--- config.mk ---
export PLATFORM = sky130hd
export DESIGN_NAME = cal_alarm_match
export DESIGN_NICKNAME = d
export VERILOG_FILES = /design/src/rtl/cam_pkg.sv /design/src/rtl/cam_stage_regs.sv /design/src/rtl/cam_field_cmp.sv /design/src/rtl/cam_status_irq.sv /design/src/rtl/cal_alarm_match.sv
export SDC_FILE = /design/constraint.sdc
export NUM_CORES = 1
export LEC_CHECK = 0
export ABC_AREA = 1
export ABC_CLOCK_PERIOD_IN_PS = 1200
export BUFFER_PORTS_ARGS = -buffer_cell sky130_fd_sc_hd__buf_2
export CAP_MARGIN = 20
export CORE_MARGIN = 2
export CORE_UTILIZATION = 33
export DETAILED_ROUTE_END_ITERATION = 10
export PLACE_DENSITY = 0.59
export SETUP_SLACK_MARGIN = 0.15
export SYNTH_ARGS = -nofsm -noshare
export SYNTH_HDL_FRONTEND = slang
export SYNTH_SLANG_ARGS = --single-unit
--- constraint.sdc ---
create_clock -name clk -period 1.2 [get_ports clk]
set_input_delay 0.12 -clock clk [delete_from_list [all_inputs] [get_ports clk]]
set_output_delay 0.12 -clock clk [all_outputs]
set_load 0.02 [all_outputs]
--- src/rtl/cam_pkg.sv ---
package cam_pkg;
   localparam int NUM_FIELDS  = 7;
   localparam int FIELD_MAX_W = 8;

   localparam int ADDR_COMMIT = 7;
   localparam int ADDR_IRQ_EN = 8;
   localparam int ADDR_STATUS = 9;

   typedef logic [FIELD_MAX_W-1:0] fval_t;

   // BCD width of each calendar field, by field index
   function automatic int field_width(input int idx);
      case (idx)
         0:       return 7;   // seconds
         1:       return 7;   // minutes
         2:       return 6;   // hours
         3:       return 3;   // weekday
         4:       return 6;   // day of month
         5:       return 5;   // month
         default: return 8;   // year
      endcase
   endfunction
endpackage

--- src/rtl/cam_stage_regs.sv ---
module cam_stage_regs
   import cam_pkg::*;
#(
   parameter int DATA_W  = 16,
   parameter int ADDR_W  = 4,
   parameter int EN_POS  = 15,
   parameter int CMT_POS = 15
) (
   input  logic                         clk,
   input  logic                         rst_n,
   input  logic                         wr_en,
   input  logic [ADDR_W-1:0]            wr_addr,
   input  logic [DATA_W-1:0]            wr_data,
   output fval_t [NUM_FIELDS-1:0]       act_val,
   output logic  [NUM_FIELDS-1:0]       act_en
);

   logic commit;
   logic unused_data;

   assign commit      = wr_en && (wr_addr == ADDR_W'(ADDR_COMMIT)) && wr_data[CMT_POS];
   assign unused_data = ^wr_data;

   for (genvar i = 0; i < NUM_FIELDS; i++) begin : g_field
      localparam int W = field_width(i);

      fval_t stg_val;
      logic  stg_en;
      logic  sel;

      assign sel = wr_en && (wr_addr == ADDR_W'(i));

      // staging copy: written by software, invisible to the compare
      always_ff @(posedge clk) begin
         if (!rst_n) begin
            stg_val <= '0;
            stg_en  <= 1'b0;
         end else if (sel) begin
            stg_val <= fval_t'(wr_data[W-1:0]);
            stg_en  <= wr_data[EN_POS];
         end
      end

      // active copy: loaded from staging for all fields at once
      always_ff @(posedge clk) begin
         if (!rst_n) begin
            act_val[i] <= '0;
            act_en[i]  <= 1'b0;
         end else if (commit) begin
            act_val[i] <= stg_val;
            act_en[i]  <= stg_en;
         end
      end
   end

endmodule

--- src/rtl/cam_field_cmp.sv ---
module cam_field_cmp
   import cam_pkg::*;
#(
   parameter int W = 8
) (
   input  fval_t alarm,
   input  fval_t cal,
   input  logic  en,
   output logic  hit
);

   localparam fval_t MASK = fval_t'((1 << W) - 1);

   if (W < 1 || W > FIELD_MAX_W) begin : g_bad_width
      $error("cam_field_cmp: field width out of range");
   end

   fval_t diff;

   assign diff = (alarm ^ cal) & MASK;
   // a disabled field always reports a hit so it drops out of the AND
   assign hit  = !en || (diff == '0);

endmodule

--- src/rtl/cam_status_irq.sv ---
module cam_status_irq (
   input  logic clk,
   input  logic rst_n,
   input  logic match_now,
   input  logic clr_req,
   input  logic ie_wr,
   input  logic ie_din,
   output logic status,
   output logic irq_en,
   output logic irq
);

   logic match_q;
   logic rise;

   assign rise = match_now && !match_q;

   always_ff @(posedge clk) begin
      if (!rst_n) match_q <= 1'b0;
      else        match_q <= match_now;
   end

   // a hardware set takes priority over a software clear
   always_ff @(posedge clk) begin
      if (!rst_n)       status <= 1'b0;
      else if (rise)    status <= 1'b1;
      else if (clr_req) status <= 1'b0;
   end

   always_ff @(posedge clk) begin
      if (!rst_n)     irq_en <= 1'b0;
      else if (ie_wr) irq_en <= ie_din;
   end

   assign irq = status && irq_en;

endmodule

--- src/rtl/cal_alarm_match.sv ---
module cal_alarm_match
   import cam_pkg::*;
#(
   parameter int DATA_W  = 16,
   parameter int ADDR_W  = 4,
   parameter int EN_POS  = 15,
   parameter int CMT_POS = 15,
   parameter int IE_POS  = 0,
   parameter int ST_POS  = 0
) (
   input  logic              clk,
   input  logic              rst_n,
   input  logic              wr_en,
   input  logic [ADDR_W-1:0] wr_addr,
   input  logic [DATA_W-1:0] wr_data,
   input  logic [6:0]        cal_sec,
   input  logic [6:0]        cal_min,
   input  logic [5:0]        cal_hour,
   input  logic [2:0]        cal_wday,
   input  logic [5:0]        cal_day,
   input  logic [4:0]        cal_month,
   input  logic [7:0]        cal_year,
   output logic              alarm_status,
   output logic              alarm_irq
);

   if (EN_POS >= DATA_W || EN_POS < FIELD_MAX_W) begin : g_bad_en
      $error("cal_alarm_match: enable bit must sit above the field value and inside the word");
   end
   if (CMT_POS >= DATA_W || IE_POS >= DATA_W || ST_POS >= DATA_W) begin : g_bad_pos
      $error("cal_alarm_match: control bit position outside the data word");
   end
   if ((1 << ADDR_W) <= ADDR_STATUS) begin : g_bad_addr
      $error("cal_alarm_match: address width too small for the register set");
   end

   fval_t [NUM_FIELDS-1:0] act_val;
   logic  [NUM_FIELDS-1:0] field_en;
   fval_t [NUM_FIELDS-1:0] cal_f;
   logic  [NUM_FIELDS-1:0] hit;
   logic                   match_now;
   logic                   clr_req;
   logic                   ie_wr;
   logic                   irq_en;

   assign cal_f[0] = fval_t'(cal_sec);
   assign cal_f[1] = fval_t'(cal_min);
   assign cal_f[2] = fval_t'(cal_hour);
   assign cal_f[3] = fval_t'(cal_wday);
   assign cal_f[4] = fval_t'(cal_day);
   assign cal_f[5] = fval_t'(cal_month);
   assign cal_f[6] = fval_t'(cal_year);

   cam_stage_regs #(
      .DATA_W (DATA_W),
      .ADDR_W (ADDR_W),
      .EN_POS (EN_POS),
      .CMT_POS(CMT_POS)
   ) u_stage (
      .clk    (clk),
      .rst_n  (rst_n),
      .wr_en  (wr_en),
      .wr_addr(wr_addr),
      .wr_data(wr_data),
      .act_val(act_val),
      .act_en (field_en)
   );

   for (genvar i = 0; i < NUM_FIELDS; i++) begin : g_cmp
      cam_field_cmp #(.W(field_width(i))) u_cmp (
         .alarm(act_val[i]),
         .cal  (cal_f[i]),
         .en   (field_en[i]),
         .hit  (hit[i])
      );
   end

   // with no field enabled the AND of hits is vacuous, so require at least one
   assign match_now = (|field_en) && (&hit);

   assign clr_req = wr_en && (wr_addr == ADDR_W'(ADDR_STATUS)) && wr_data[ST_POS];
   assign ie_wr   = wr_en && (wr_addr == ADDR_W'(ADDR_IRQ_EN));

   cam_status_irq u_status (
      .clk      (clk),
      .rst_n    (rst_n),
      .match_now(match_now),
      .clr_req  (clr_req),
      .ie_wr    (ie_wr),
      .ie_din   (wr_data[IE_POS]),
      .status   (alarm_status),
      .irq_en   (irq_en),
      .irq      (alarm_irq)
   );

endmodule

---- Word level (Yosys, flattened, before mapping) ----
Cells that the tools add are included.
cells by class
  bitwise operators ....................... 7
  equal/unequal tests ..................... 9
  reductions and logical operators ........ 41
  multiplexer cells ....................... 2
operators with widths
  kind                count
  $logic_not 8->1     7
  $eq 4x3->1 const B  4
  $logic_and 1x1->1   15
  $xor 7x7->7         2
  $xor 6x6->6         2
  $eq 4x2->1 const B  2
  $eq 4x4->1 const B  2
  $logic_not 1->1     8
  $xor 8x8->8         1
  $logic_or 1x1->1    7
  $reduce_and 7->1    1
  $reduce_or 7->1     1
  $xor 5x5->5         1
  $eq 4x1->1 const B  1
  $logic_not 4->1     1
  $xor 3x3->3         1
  $mux 1              2
  $reduce_bool 2->1   1
word-level totals
  flip-flop bits (word level) ............. 101
  logic and storage cells ................. 90
  input bits .............................. 65
  output and inout port bits .............. 2

---- Longest topological paths before layout ----
Gate-level depths: netlist of run 1.
  word-level depth ........................ 7
  depth in mapped cells ................... 11
  depth with buffers taken out ............ 11

---- Cells and area by module ----
Synthesis of run 1 repeated with hierarchy kept, for this count alone.
second synthesis, totals
  cells, all modules ...................... 863
  area total of the unflattened synthesis .. 5,101.1 um^2
modules (own cells, without submodules)
  module                              sequential area each (um^2)  cells each  area each (um^2)  instances
  cam_stage_regs                      1,961.9                      615         4,056.4           1
  cam_field_cmp (g_cmp[0].u_cmp ...)  0.0                          34          137.6             2
  cam_field_cmp (g_cmp[2].u_cmp ...)  0.0                          35          135.1             2
  cam_field_cmp (g_cmp[6].u_cmp)      0.0                          36          150.1             1
  cam_status_irq                      60.1                         16          117.6             1
  cam_field_cmp (g_cmp[5].u_cmp)      0.0                          24          96.3              1
  cal_alarm_match                     0.0                          21          80.1              1
  cam_field_cmp (g_cmp[3].u_cmp)      0.0                          13          55.1              1

---- Least setup slack after synthesis of run 1 ----
Ideal clock, no wire load.
  path type ............................... flip-flop to flip-flop
  start ................................... reg u_stage.act_val[14] (netlist name)
  end ..................................... reg u_status.status
  stages on the path, launching flop included .. 11
  setup slack ............................. 191 ps
  data arrival time ....................... 950 ps
  setup time .............................. 59 ps
  buffers on the path ..................... 0
  clock period less this slack ............ 1,009 ps
  data required time ...................... 1,141 ps
  path through ............................ dfxtp_1 inv_1 nand2_1 nand2_1 nor2_1 nand2_1 o21bai_1 nand2_1 nor2_1 nand3_1 nand2_1
on the way
  longest elaborated chain between the ends .. 7
  elaborated cells on any way between the ends .. 8
  classes of those cells .................. mux: 1; bitwise: 1; reduce/logical: 6
RTL lines
  item                                         line                   text
  start, declared                              cam_stage_regs.sv:14   output fval_t [NUM_FIELDS-1:0] act_val,
  start signal, assigned by index              cam_stage_regs.sv:50   act_val[i] <= stg_val;
  $xor 7x7->7 *                                cam_field_cmp.sv:20    assign diff = (alarm ^ cal) & MASK;
  $logic_not 8->1 *                            cam_field_cmp.sv:22    assign hit = !en || (diff == '0);
  $logic_or 1x1->1 *                           cam_field_cmp.sv:22
  $reduce_and 7->1 *                           cal_alarm_match.sv:79  assign match_now = (|field_en) && (&hit);
  $logic_and 1x1->1 *                          cal_alarm_match.sv:79
  $logic_and 1x1->1 *                          cam_status_irq.sv:16   assign rise = match_now && !match_q;
  $mux 1 or $reduce_bool 2->1 (tied branches)  n/a
  end signal, assigned                         cam_status_irq.sv:25   if (!rst_n) status <= 1'b0;
  end signal, assigned                         cam_status_irq.sv:26   else if (rise) status <= 1'b1;
  end signal, assigned                         cam_status_irq.sv:27   else if (clr_req) status <= 1'b0;
  end, declared                                cam_status_irq.sv:8    output logic status,
Mark *: on every way between the ends. The rest lies on a longest branch, timed or not.
A chain may end at the register's enable or synchronous reset.

---- Worst setup path in the final report of run 1 ----
  start ................................... reg u_stage.act_val[19] (netlist name)
  end ..................................... reg u_status.status
on the way
  longest elaborated chain between the ends .. 7
  elaborated cells on any way between the ends .. 8
  classes of those cells .................. mux: 1; bitwise: 1; reduce/logical: 6
RTL lines
  item                                         line
  $xor 6x6->6 *                                cam_field_cmp.sv:20
  $logic_not 8->1 *                            cam_field_cmp.sv:22
  $logic_or 1x1->1 *                           cam_field_cmp.sv:22
  $reduce_and 7->1 *                           cal_alarm_match.sv:79
  $logic_and 1x1->1 *                          cal_alarm_match.sv:79
  $logic_and 1x1->1 *                          cam_status_irq.sv:16
  $mux 1 or $reduce_bool 2->1 (tied branches)  n/a
Marks and branches as above.

==> summary.md, run 1 <==
| Metric | Value |
|---|---|
| Outcome | completed |
| Critical Path Sink Type | flip-flop |
| CTS buffer count | 9 |
| Worst-Skew Late Latency | 340 ps |
| Setup ws final | 1.277 ps |
| Final Critical Period | 1199 ps |
| Register area share after synthesis | between 40% and 50% |
| Dominant synthesized flop cell | dfxtp_1 |
| Worst R2R Setup Slack | 1 ps |
| RSZ-0062 raised after global routing | true |
| Pre-CTS WS | -48.30 ps |
| Post-DRT Antenna Nets | 0 |
| Root buffer cell | clkbuf_16 |
| Initial antenna violation count | 0 |
| Slowest-stage cell, CP | dfxtp_1 |
| Final setup vio count | 0 |
| Area after DPL | 5042 µm² |
| H-Tree Depth | 3 |
| CP cell instances | xor2_1 > nor2_1 > nand3_1 > nand2_1 > nand2_1 > nor2_2 > nand3_1 > nand2_1 |
| Min-delay worst type | in2reg |
| HPWL Detailed | 7327 µm |
| Leak | 2.453 nW |
| PwrDens | 1247 nW/µm² |
| CP max FO | 2 |
| CP startpoint kind | flip-flop |
| Grt ovf | 0 |
| Row Count | 42 |
| Share of cells above drive strength 1 | 18.37% |
| Die width | around 120 µm |
| Diode count | 0 |
| Cells after synthesis | 644 |
| Core area | 13090 µm² |
| Area delta synth->final | 22.52% |
| Die area | 14190 µm² |
| Post-synth EDFFs | 0 |
| Register Area | 2039 µm² |
| Final Hold Viols | 0 |
| FFs w/ async S/R, synth | 0% |
| Drt pass-1 iters | 4 |
| Worst path max stage delay | 320 ps |
| CTS tree | yes |
| Power Total | 6.679 mW |
| CP most frequent cell | nand2_1 |
| Largest net degree at the start of global routing | 40 |
| Period utilization | approximately 100% |
| Global-route wire length before repair | 16330 µm |
| DIE HEIGHT | 119.1 µm |
| Final Cell Area | between 5000 and 6000 µm² |
| Slew HR | 80.43% |
| GRT Util Overall | 14.48% |
| Synth Register Bits | 101 |
| Drt drc | 0 |
| Syn_nets | 709 |
| Area of the multi-input gates | 1921 µm² |
| Count of final max-slew check failures | 0 |
| Syn Area/Cell | around 6.8 µm² |
| Crit path buffers/inverters | 0 |
| First DRT Iteration DRCs | 135 |
| CTS sink cnt | 101 |
| Skew final | roughly 5.2 ps |
| Crit-path leading delay family | simple AND/OR/NAND/NOR gates |
| IO Count | 67 |
| WL/cell | about 11 µm |
| Achievable Freq | 834.2 MHz |
| Placer congestion estimate | 0.7988 |
| Hold_buf cts | 0 |
| Required time of the worst setup path | 1490 ps |
| IO Port Bufs | between 50 and 60 |
| Yosys cell types | 24 |
| Worst-margin pin slew | 293.6 ps |
| Initial Util | 33.42% |
| Final wirelength | a little over 10000 µm |
| Worst VDD drop | 575.5 µV |
| Number of global-route vias before repair | 3480 |
| Layout fillers | ~1400 |
| Total number of vias | 3896 |
| Mapped cell area | 4373 µm² |
| YS warnings | 0 |
| Clock tree buffer depth | 2 |
| Max Cap Viol | 0 |
| Layout Nets | 784 |
| Setup CP Type | reg2reg |
| CTS clk-pin slew, worst paths | 70 ps |
| Worst Path Arrival | 1490 ps |
| Number of vias per cell | 4.329 |
## power breakdown
part / internal [mW] / leakage, nW / switching [mW]
logic: 0.224 / 1.50 / 0.320
registers: 3.41 / 0.823 / 0.0291
clock network: 1.41 / 0.126 / 1.28
## worst min-delay path, stage by stage
cell,delay [ps]
buf_2,80
nor2_1,40
nor2_1,80
## stage by stage
step	hold slack, ps	util, %	std cells	TNS, ps
6_report	11.82	40.94	900	0
5_1_grt	29.75	40.94	900	-131.5
4_1_cts	16.16	40.75	900	-36.25
3_5_place_dp	370.0	38.54	883	-209.0
3_3_place_gp	365.9	38.54	883	-75.09
2_1_floorplan	254.9	-	644	0
## path summary, 6_finish.rpt
check                                                     end  cells after the start                          start
worst max-delay path                          u_status.status                      8            u_stage.act_val[19]
worst min-delay path            u_stage.g_field[6].stg_val[7]                      3                     wr_data[7]
worst max register to register                u_status.status                      8            u_stage.act_val[19]
worst min register to register  u_stage.g_field[0].stg_val[2]                      2  u_stage.g_field[0].stg_val[2]
## metal layers
metal | track usage, % | share of wire (%) | routed length (µm) | vias up
met4 | 3.795 | 0.99 | 101 | 0
met5 | 0 | 0 | 0 | -
li1 | - | - | - | 2147
met2 | 24.14 | 46 | 4675 | 52
met1 | 19.02 | 50 | 5074 | 1690
met3 | 3.065 | 3.2 | 322 | 7
## Yosys cell counts (2+ instances only)
cell      count  area, µm²
a21oi_1      48      240.2
buf_2         5      25.02
buf_6         2      22.52
clkbuf_1     12      45.04
clkbuf_2      3      15.01
dfxtp_1     101       2022
inv_1        87      326.6
nand2_1     107      401.6
nand3_1      11      55.05
nor2_1      148      555.5
nor2_2        2      12.51
nor2_4        2      22.52
o21ai_0      98      490.5
xnor2_1       2      17.52
xor2_1        7      61.31
## flip-flops by register name, summed over array words and instances, names as in the netlist
signal                   count
u_stage.g_field.stg_val     42
u_status.match_q             1
u_status.status              1
u_stage.g_field.stg_en       7
u_stage.act_val             42
u_stage.act_en               7
u_status.irq_en              1
## cells by family (layout without fill, tap and decap cells)
family,count (synthesis),in the layout,share of synthesized area (%)
and+or+nand+nor,274,274,24.78
AOI/OAI and AO/OA,147,147,16.88
buffers and inverters,113,193,10.30
DFF,101,101,46.24
xor gates and xnor gates,9,9,1.803
## final cells by class
cell class,count,area share (%)
sequential,101,38.07
clock buffer,11,4.344
tap,176,4.110
multi-input combinational,430,35.85
clock inverter,5,0.7006
inverter,90,6.329
timing repair buffer,87,10.60
## placed cells by master (no fill, tap or decap), drive strengths merged
cell      instances
nor2            152
nand2           108
dfxtp           101
o21ai            98
inv              88
buf              87
a21oi            48
nand3            12
clkbuf           11
xor2              7
clkinv            5
xnor2             2
clkinvlp          2
o21bai            1
and2              1
nand4             1
## what timing repair did
| item | 4_1_cts | 5_1_grt |
|---|---|---|
| endpoints found under the setup margin | 3 | 3 |
| endpoints found under the hold margin | 0 | 0 |
| resized for setup | 6 | 18 |
| setup buffers | 1 | 0 |
| pin swaps | 4 | 14 |
Power figures use the tool's default switching activity.
==> run 2, diff against run 1 <==
--- a/config.mk
+++ b/config.mk
@@ -10,9 +10,9 @@
 export BUFFER_PORTS_ARGS = -buffer_cell sky130_fd_sc_hd__buf_2
 export CAP_MARGIN = 20
 export CORE_MARGIN = 2
-export CORE_UTILIZATION = 33
+export CORE_UTILIZATION = 45
 export DETAILED_ROUTE_END_ITERATION = 10
-export PLACE_DENSITY = 0.59
+export PLACE_DENSITY = 0.74
 export SETUP_SLACK_MARGIN = 0.15
 export SYNTH_ARGS = -nofsm -noshare
 export SYNTH_HDL_FRONTEND = slang
==> run 2 against run 1 <==
The run now ends with setup timing left. Via count up 5.8%. Non-clock buffer count down 4. Design area down 3.6%. Clock-buffer cell count up 1. Wire length up 2.3%. Power down 8.4%. Clock skew up 0.93 ps. Global-route usage up 6.3 points. Sequential power about the same.
==> summary.md, run 2 (synthesized netlist as in run 1, its figures left out) <==
| Metric | Value |
|---|---|
| Worst-Skew Late Latency | 360 ps (+20 ps) |
| Worst Path Arrival | 1530 ps (+40 ps) |
| Final setup vio count | 2 (+2) |
| Area delta synth->final | 18.05% |
| Drt drc | 0 (unchanged) |
| Largest net degree at the start of global routing | 49 (+23%) |
| GRT Util Overall | 20.73% (+6.3 points) |
| Worst-margin pin slew | 320.3 ps (+26.71 ps) |
| Required time of the worst setup path | 1510 ps (+20 ps) |
| Slew HR | 78.65% (-1.8 points) |
| Setup ws final | -24.83 ps (-26.11 ps) |
| IO Port Bufs | 59 (unchanged) |
| CTS clk-pin slew, worst paths | 90 ps (+20 ps) |
| Pre-CTS WS | -83.47 ps (-35.16 ps) |
| Global-route wire length before repair | 16990 µm (+4.1%) |
| CTS sink cnt | 101 (unchanged) |
| IO Count | 67 (unchanged) |
| Outcome | finished with violations |
| Skew final | 6.117 ps (+0.9346 ps) |
| CP max FO | 2 (unchanged) |
| Failing checks | setup timing |
| H-Tree Depth | 3 (unchanged) |
| Row Count | 35 (-17%) |
| Final Hold Viols | 0 (unchanged) |
| Leak | 2.396 nW (-2.3%) |
| Number of vias per cell | 4.854 (+12%) |
| Grt ovf | 0 (unchanged) |
| Root buffer cell | clkbuf_8 |
| HPWL Detailed | 7459 µm (+1.8%) |
| Final wirelength | 10410 µm (+2.3%) |
| Layout Nets | 780 (-0.51%) |
| CP startpoint kind | flip-flop |
| Initial antenna violation count | 0 (unchanged) |
| Most frequent cells in the layout | nor2_1 (145), nand2_1 (106), o21ai_0 (98) |
| Worst VDD drop | 656.5 µV (+14%) |
| Count of final max-slew check failures | 0 (unchanged) |
| Die area | 10520 µm² (-26%) |
| Number of global-route vias before repair | 3818 (+9.7%) |
| Achievable Freq | 816.4 MHz (-2.1%) |
| Min-delay worst type | in2reg |
| Total number of vias | 4121 (+5.8%) |
| CTS buffer count | 9 (unchanged) |
| CTS tree | yes |
| DIE HEIGHT | 102.6 µm (-14%) |
| Initial Util | 46.88% (+13 points) |
| Diode count | 0 (unchanged) |
| Core area | 9328 µm² (-29%) |
| PwrDens | 1186 nW/µm² (-4.9%) |
| WL/cell | 12.26 µm (+8.5%) |
| Placer congestion estimate | 0.7999 (+0.14%) |
| Period utilization | 102.1% (+2.2 points) |
| Drt pass-1 iters | 5 (+1) |
| First DRT Iteration DRCs | 249 (+84%) |
| Max Cap Viol | 0 (unchanged) |
| WL met2 | 5145 µm (+10%) |
| DR WL met3 | 582 µm (+81%) |
| RSZ-0062 raised after global routing | true |
| Final Critical Period | 1225 ps (+26.11 ps) |
| Setup CP Type | reg2reg |
| Die width | 102.6 µm (-14%) |
| Critical Path Sink Type | flip-flop |
| Post-DRT Antenna Nets | 0 (unchanged) |
| Fin Setup TNS | -43.18 ps (-43.18 ps) |
| Top sig layer | met4 |
| Most common cell after layout, fill and taps aside | nor2_1 |
| Layout fillers | 878 (-38%) |
| M1 wire length | 4420 µm (-13%) |
| Clock tree buffer depth | 2 (unchanged) |
| Biggest regs | u_stage.act_val: 42 flops, u_stage.g_field.stg_val: 42 flops |
| Share of cells above drive strength 1 | 17.50% (-0.87 points) |
## run 2: cell count changes in the layout (fill, tap and decap cells not counted), moves of 2 or more
cell       delta
clkbuf_8     +10
clkinv_4      -2
buf_12        -2
clkbuf_16     -9
buf_4         -3
## run 2: worst paths after layout
| kind | start | end | slack [ps] | cells past startpoint |
|---|---|---|---|---|
| worst max-delay path | u_stage.act_val[14] | u_status.status | -20 | 10 |
| worst min-delay path | wr_data[6] | u_stage.g_field[6].stg_val[6] | 80 | 3 |
| worst max register to register | u_stage.act_val[14] | u_status.status | -20 | 10 |
| worst min register to register | u_stage.g_field[3].stg_val[1] | u_stage.g_field[3].stg_val[1] | 440 | 2 |
## run 2: per-layer routing
layer | global-route usage (%) | vias up
li1 | - | 2134
met2 | 36.35 | 108
met5 | 0 | -
met3 | 4.814 | 21
met4 | 9.026 | 0
met1 | 24.17 | 1858
## run 2: critical path, stage by stage (launching register included)
cell and delay, ps:
dfxtp_1 340, inv_1 50, nand2_1 50, nand2_1 40, nor2_1 160, nand2_1 90, o21bai_1 120, nand2_1 70
nor2_2 120, nand3_1 70, nand2_1 60
## run 2: layout make-up
| cell class | instances | area (µm²) | share of cell area, % |
|---|---|---|---|
| flip-flops and latches | 101 | 2038 | 39.48 |
| well taps | 129 | 161.4 | 3.127 |
| multi-input cells | 430 | 1916 | 37.11 |
| repair buffers | 83 | 515.5 | 9.985 |
| inverters | 90 | 339.1 | 6.568 |
| clock buffers | 12 | 145.1 | 2.811 |
| clock inverters | 4 | 47.55 | 0.9210 |
## run 2: where the power goes
group	internal [mW]	switching, mW	total (mW)
sequential	3.41	0.0323	3.44
clock	1.02	1.11	2.13
combinational	0.219	0.328	0.547
## run 2: what timing repair did
| item | CTS | global route |
|---|---|---|
| pin swaps | 4 | 8 |
| resized for setup | 10 | 12 |
| setup endpoints to repair | 4 | 4 |
| hold endpoints to repair | 1 | 0 |
| hold buffers | 1 | 0 |
| setup buffers | 1 | 1 |
## run 2: per-stage QoR
step | utilization [%] | hold slack [ps] | area, µm² | instances | power [mW]
floorplan | - | 254.9 | 4373 | 644 | 3.812
global placement | 52.68 | 352.2 | 4913 | 830 | 4.032
detailed placement | 52.68 | 359.8 | 4913 | 830 | 4.052
CTS | 55.13 | 59.82 | 5142 | 848 | 6.149
global route | 55.35 | 55.11 | 5162 | 849 | 6.355
finish | 55.35 | 79.95 | 5162 | 849 | 6.120
==> run 3, diff against run 2 <==
--- a/config.mk
+++ b/config.mk
@@ -6,7 +6,7 @@
 export NUM_CORES = 1
 export LEC_CHECK = 0
 export ABC_AREA = 1
-export ABC_CLOCK_PERIOD_IN_PS = 1200
+export ABC_CLOCK_PERIOD_IN_PS = 1300
 export BUFFER_PORTS_ARGS = -buffer_cell sky130_fd_sc_hd__buf_2
 export CAP_MARGIN = 20
 export CORE_MARGIN = 2
==> constraint.sdc (replaced) <==
create_clock -name clk -period 1.3 [get_ports clk]
set_input_delay 0.13 -clock clk [delete_from_list [all_inputs] [get_ports clk]]
set_output_delay 0.13 -clock clk [all_outputs]
set_load 0.02 [all_outputs]
==> run 3 against run 2 <==
Flip-flop and latch count unchanged. Register-to-register slack improved by 130 ps. Worst hold slack got worse by 63 ps. Utilization decreased by 0.46 points. The run now ends clean. Worst setup slack improved by 130 ps. Global-route usage decreased by 1.2 points. Combinational power decreased by 10%. Sequential share of layout area increased by 0.25 points.
==> summary.md, run 3 (synthesized netlist as in run 1, its figures left out) <==
| Metric | Value |
|---|---|
| CTS buffer count | 9 (unchanged) |
| IO Port Bufs | 59 (unchanged) |
| CTS clk-pin slew, worst paths | 90 ps (about the same) |
| Die width | 102.6 µm (unchanged) |
| H-Tree Depth | 3 (unchanged) |
| Grt ovf | 0 (unchanged) |
| Worst VDD drop | 659.8 µV (+0.51%) |
| Area delta synth->final | 17.08% |
| Worst hold slack | 16.60 ps (-63.36 ps) |
| Placer congestion estimate | 0.8421 (+5.3%) |
| IO Count | 67 (unchanged) |
| Period utilization | 92.07% (-10 points) |
| Root buffer cell | clkbuf_8 |
| Area after DPL | 4863 µm² (-1.0%) |
| First DRT Iteration DRCs | 204 (-18%) |
| Drt pass-1 iters | 7 (+2) |
| Number of vias per cell | 4.745 (-2.3%) |
| Count of final max-slew check failures | 0 (unchanged) |
| Most common cell after layout, fill and taps aside | nor2_1 |
| Achievable Freq | 835.5 MHz (+2.3%) |
| Worst R2R Setup Slack | 100 ps (+130 ps) |
| Share of cells above drive strength 1 | 17.95% (+0.45 points) |
| Setup CP Type | reg2reg |
| Total number of vias | 3995 (-3.1%) |
| Initial antenna violation count | 0 (unchanged) |
| WL/cell | 11.81 µm (-3.7%) |
| CP max FO | 3 (+1) |
| Outcome | completed |
| Global-route wire length before repair | 16240 µm (-4.4%) |
| Final Critical Period | 1197 ps (-27.97 ps) |
| Layout fillers | 902 (+2.7%) |
| DIE HEIGHT | 102.6 µm (unchanged) |
| RSZ-0062 raised after global routing | true |
| Post-DRT Antenna Nets | 0 (unchanged) |
| Final Hold Viols | 0 (unchanged) |
| Hold_buf cts | 0 (-1) |
| Drt drc | 0 (unchanged) |
| PwrDens | 1108 nW/µm² (-6.6%) |
| Placed cell count | 825 (-0.60%) |
| Skew final | 6.254 ps (+0.1363 ps) |
| Diode count | 0 (unchanged) |
| Final wirelength | 9946 µm (-4.4%) |
| Power Total | 5.671 mW (-7.3%) |
| CTS sink cnt | 101 (unchanged) |
| Max Cap Viol | 0 (unchanged) |
| Die area | 10520 µm² (unchanged) |
| CP startpoint kind | flip-flop |
| Core area | 9328 µm² (unchanged) |
| CTS tree | yes |
| Critical Path Sink Type | flip-flop |
| Worst-Skew Late Latency | 350 ps (about the same) |
| Final Cell Area | 5120 µm² (-0.82%) |
| HPWL Detailed | 7092 µm (-4.9%) |
| Row Count | 35 (unchanged) |
| GRT Util Overall | 19.49% (-1.2 points) |
| Layout Cells excl Fill | 842 (-0.82%) |
| Largest net degree at the start of global routing | 57 (+16%) |
| Layout Nets | 774 (-0.77%) |
| Slew HR | 79.48% (+0.83 points) |
| Min-delay worst type | in2reg |
| Required time of the worst setup path | 1600 ps (+90 ps) |
| Worst Path Arrival | 1500 ps (-30 ps) |
| Register Area | 2034 µm² (-0.18%) |
| Worst-margin pin slew | 307.0 ps (-13.34 ps) |
| Most frequent cells in the layout | nor2_1 (144), nand2_1 (101), o21ai_0 (98) |
| Final setup vio count | 0 (-2) |
| Number of global-route vias before repair | 3619 (-5.2%) |
| Initial Util | 46.88% (unchanged) |
| Area of the multi-input gates | 1931 µm² (+0.78%) |
| Clock tree buffer depth | 2 (unchanged) |
| Leak | 2.365 nW (-1.3%) |
| Biggest regs | u_stage.act_val: 42 flops, u_stage.g_field.stg_val: 42 flops |
run 3: worst paths after layout:
check,to,startpoint,cells past startpoint
worst max-delay path,u_status.status,u_stage.act_val[17],10
worst min-delay path,u_stage.g_field[6].stg_val[7],wr_data[7],3
worst max register to register,u_status.status,u_stage.act_val[17],10
worst min register to register,u_stage.g_field[0].stg_val[5],u_stage.g_field[0].stg_val[5],2
run 3: metrics by stage:
step / worst slack (ps) / setup TNS, ps / utilization, %
floorplan: 291.1 / 0 / -
global placement: 79.76 / 0 / 52.14
detailed placement: 38.57 / 0 / 52.14
CTS: 109.3 / 0 / 54.53
global route: -59.91 / -74.94 / 54.89
finish: 103.1 / 0 / 54.89
run 3: per-layer routing:
metal  global-route usage, %  vias to the layer above  share of wire, %
met5                       0                        -                 0
met4                   4.513                        0               1.2
met3                   4.203                       10               5.3
li1                        -                     2121                 -
met2                   34.19                       97                49
met1                   24.58                     1767                45
run 3: worst max-delay path, stage by stage (launching register included):
cell and delay, ps:
dfxtp_1 360, nand2_1 60, inv_1 50, nor2_1 30
nor2_1 110, nand3_1 140, nand2_1 90, nand2_1 60
nor2_2 110, nand3_1 80, nand2_1 60
run 3: timing repair:
action,4_1_cts,5_1_grt
pin swaps,6,12
cloned,0,0
buffers inserted,1,1
resized for setup,11,17
endpoints found under the setup margin,2,3
run 3: layout make-up:
class | instances | area share, %
Clock buffer | 11 | 2.957
Clock inverter | 4 | 0.9286
Inverter | 90 | 6.623
Multi-Input combinational cell | 430 | 37.71
Sequential cell | 101 | 39.74
Tap cell | 129 | 3.152
Timing Repair Buffer | 77 | 8.895
run 3: power breakdown:
group / switching, mW / total [mW] / internal, mW / leakage, nW
Clock: 1.02 / 2.00 / 0.979 / 0.101
Combinational: 0.295 / 0.491 / 0.196 / 1.44
Sequential: 0.0294 / 3.18 / 3.15 / 0.821
Total: 1.35 / 5.67 / 4.32 / 2.36
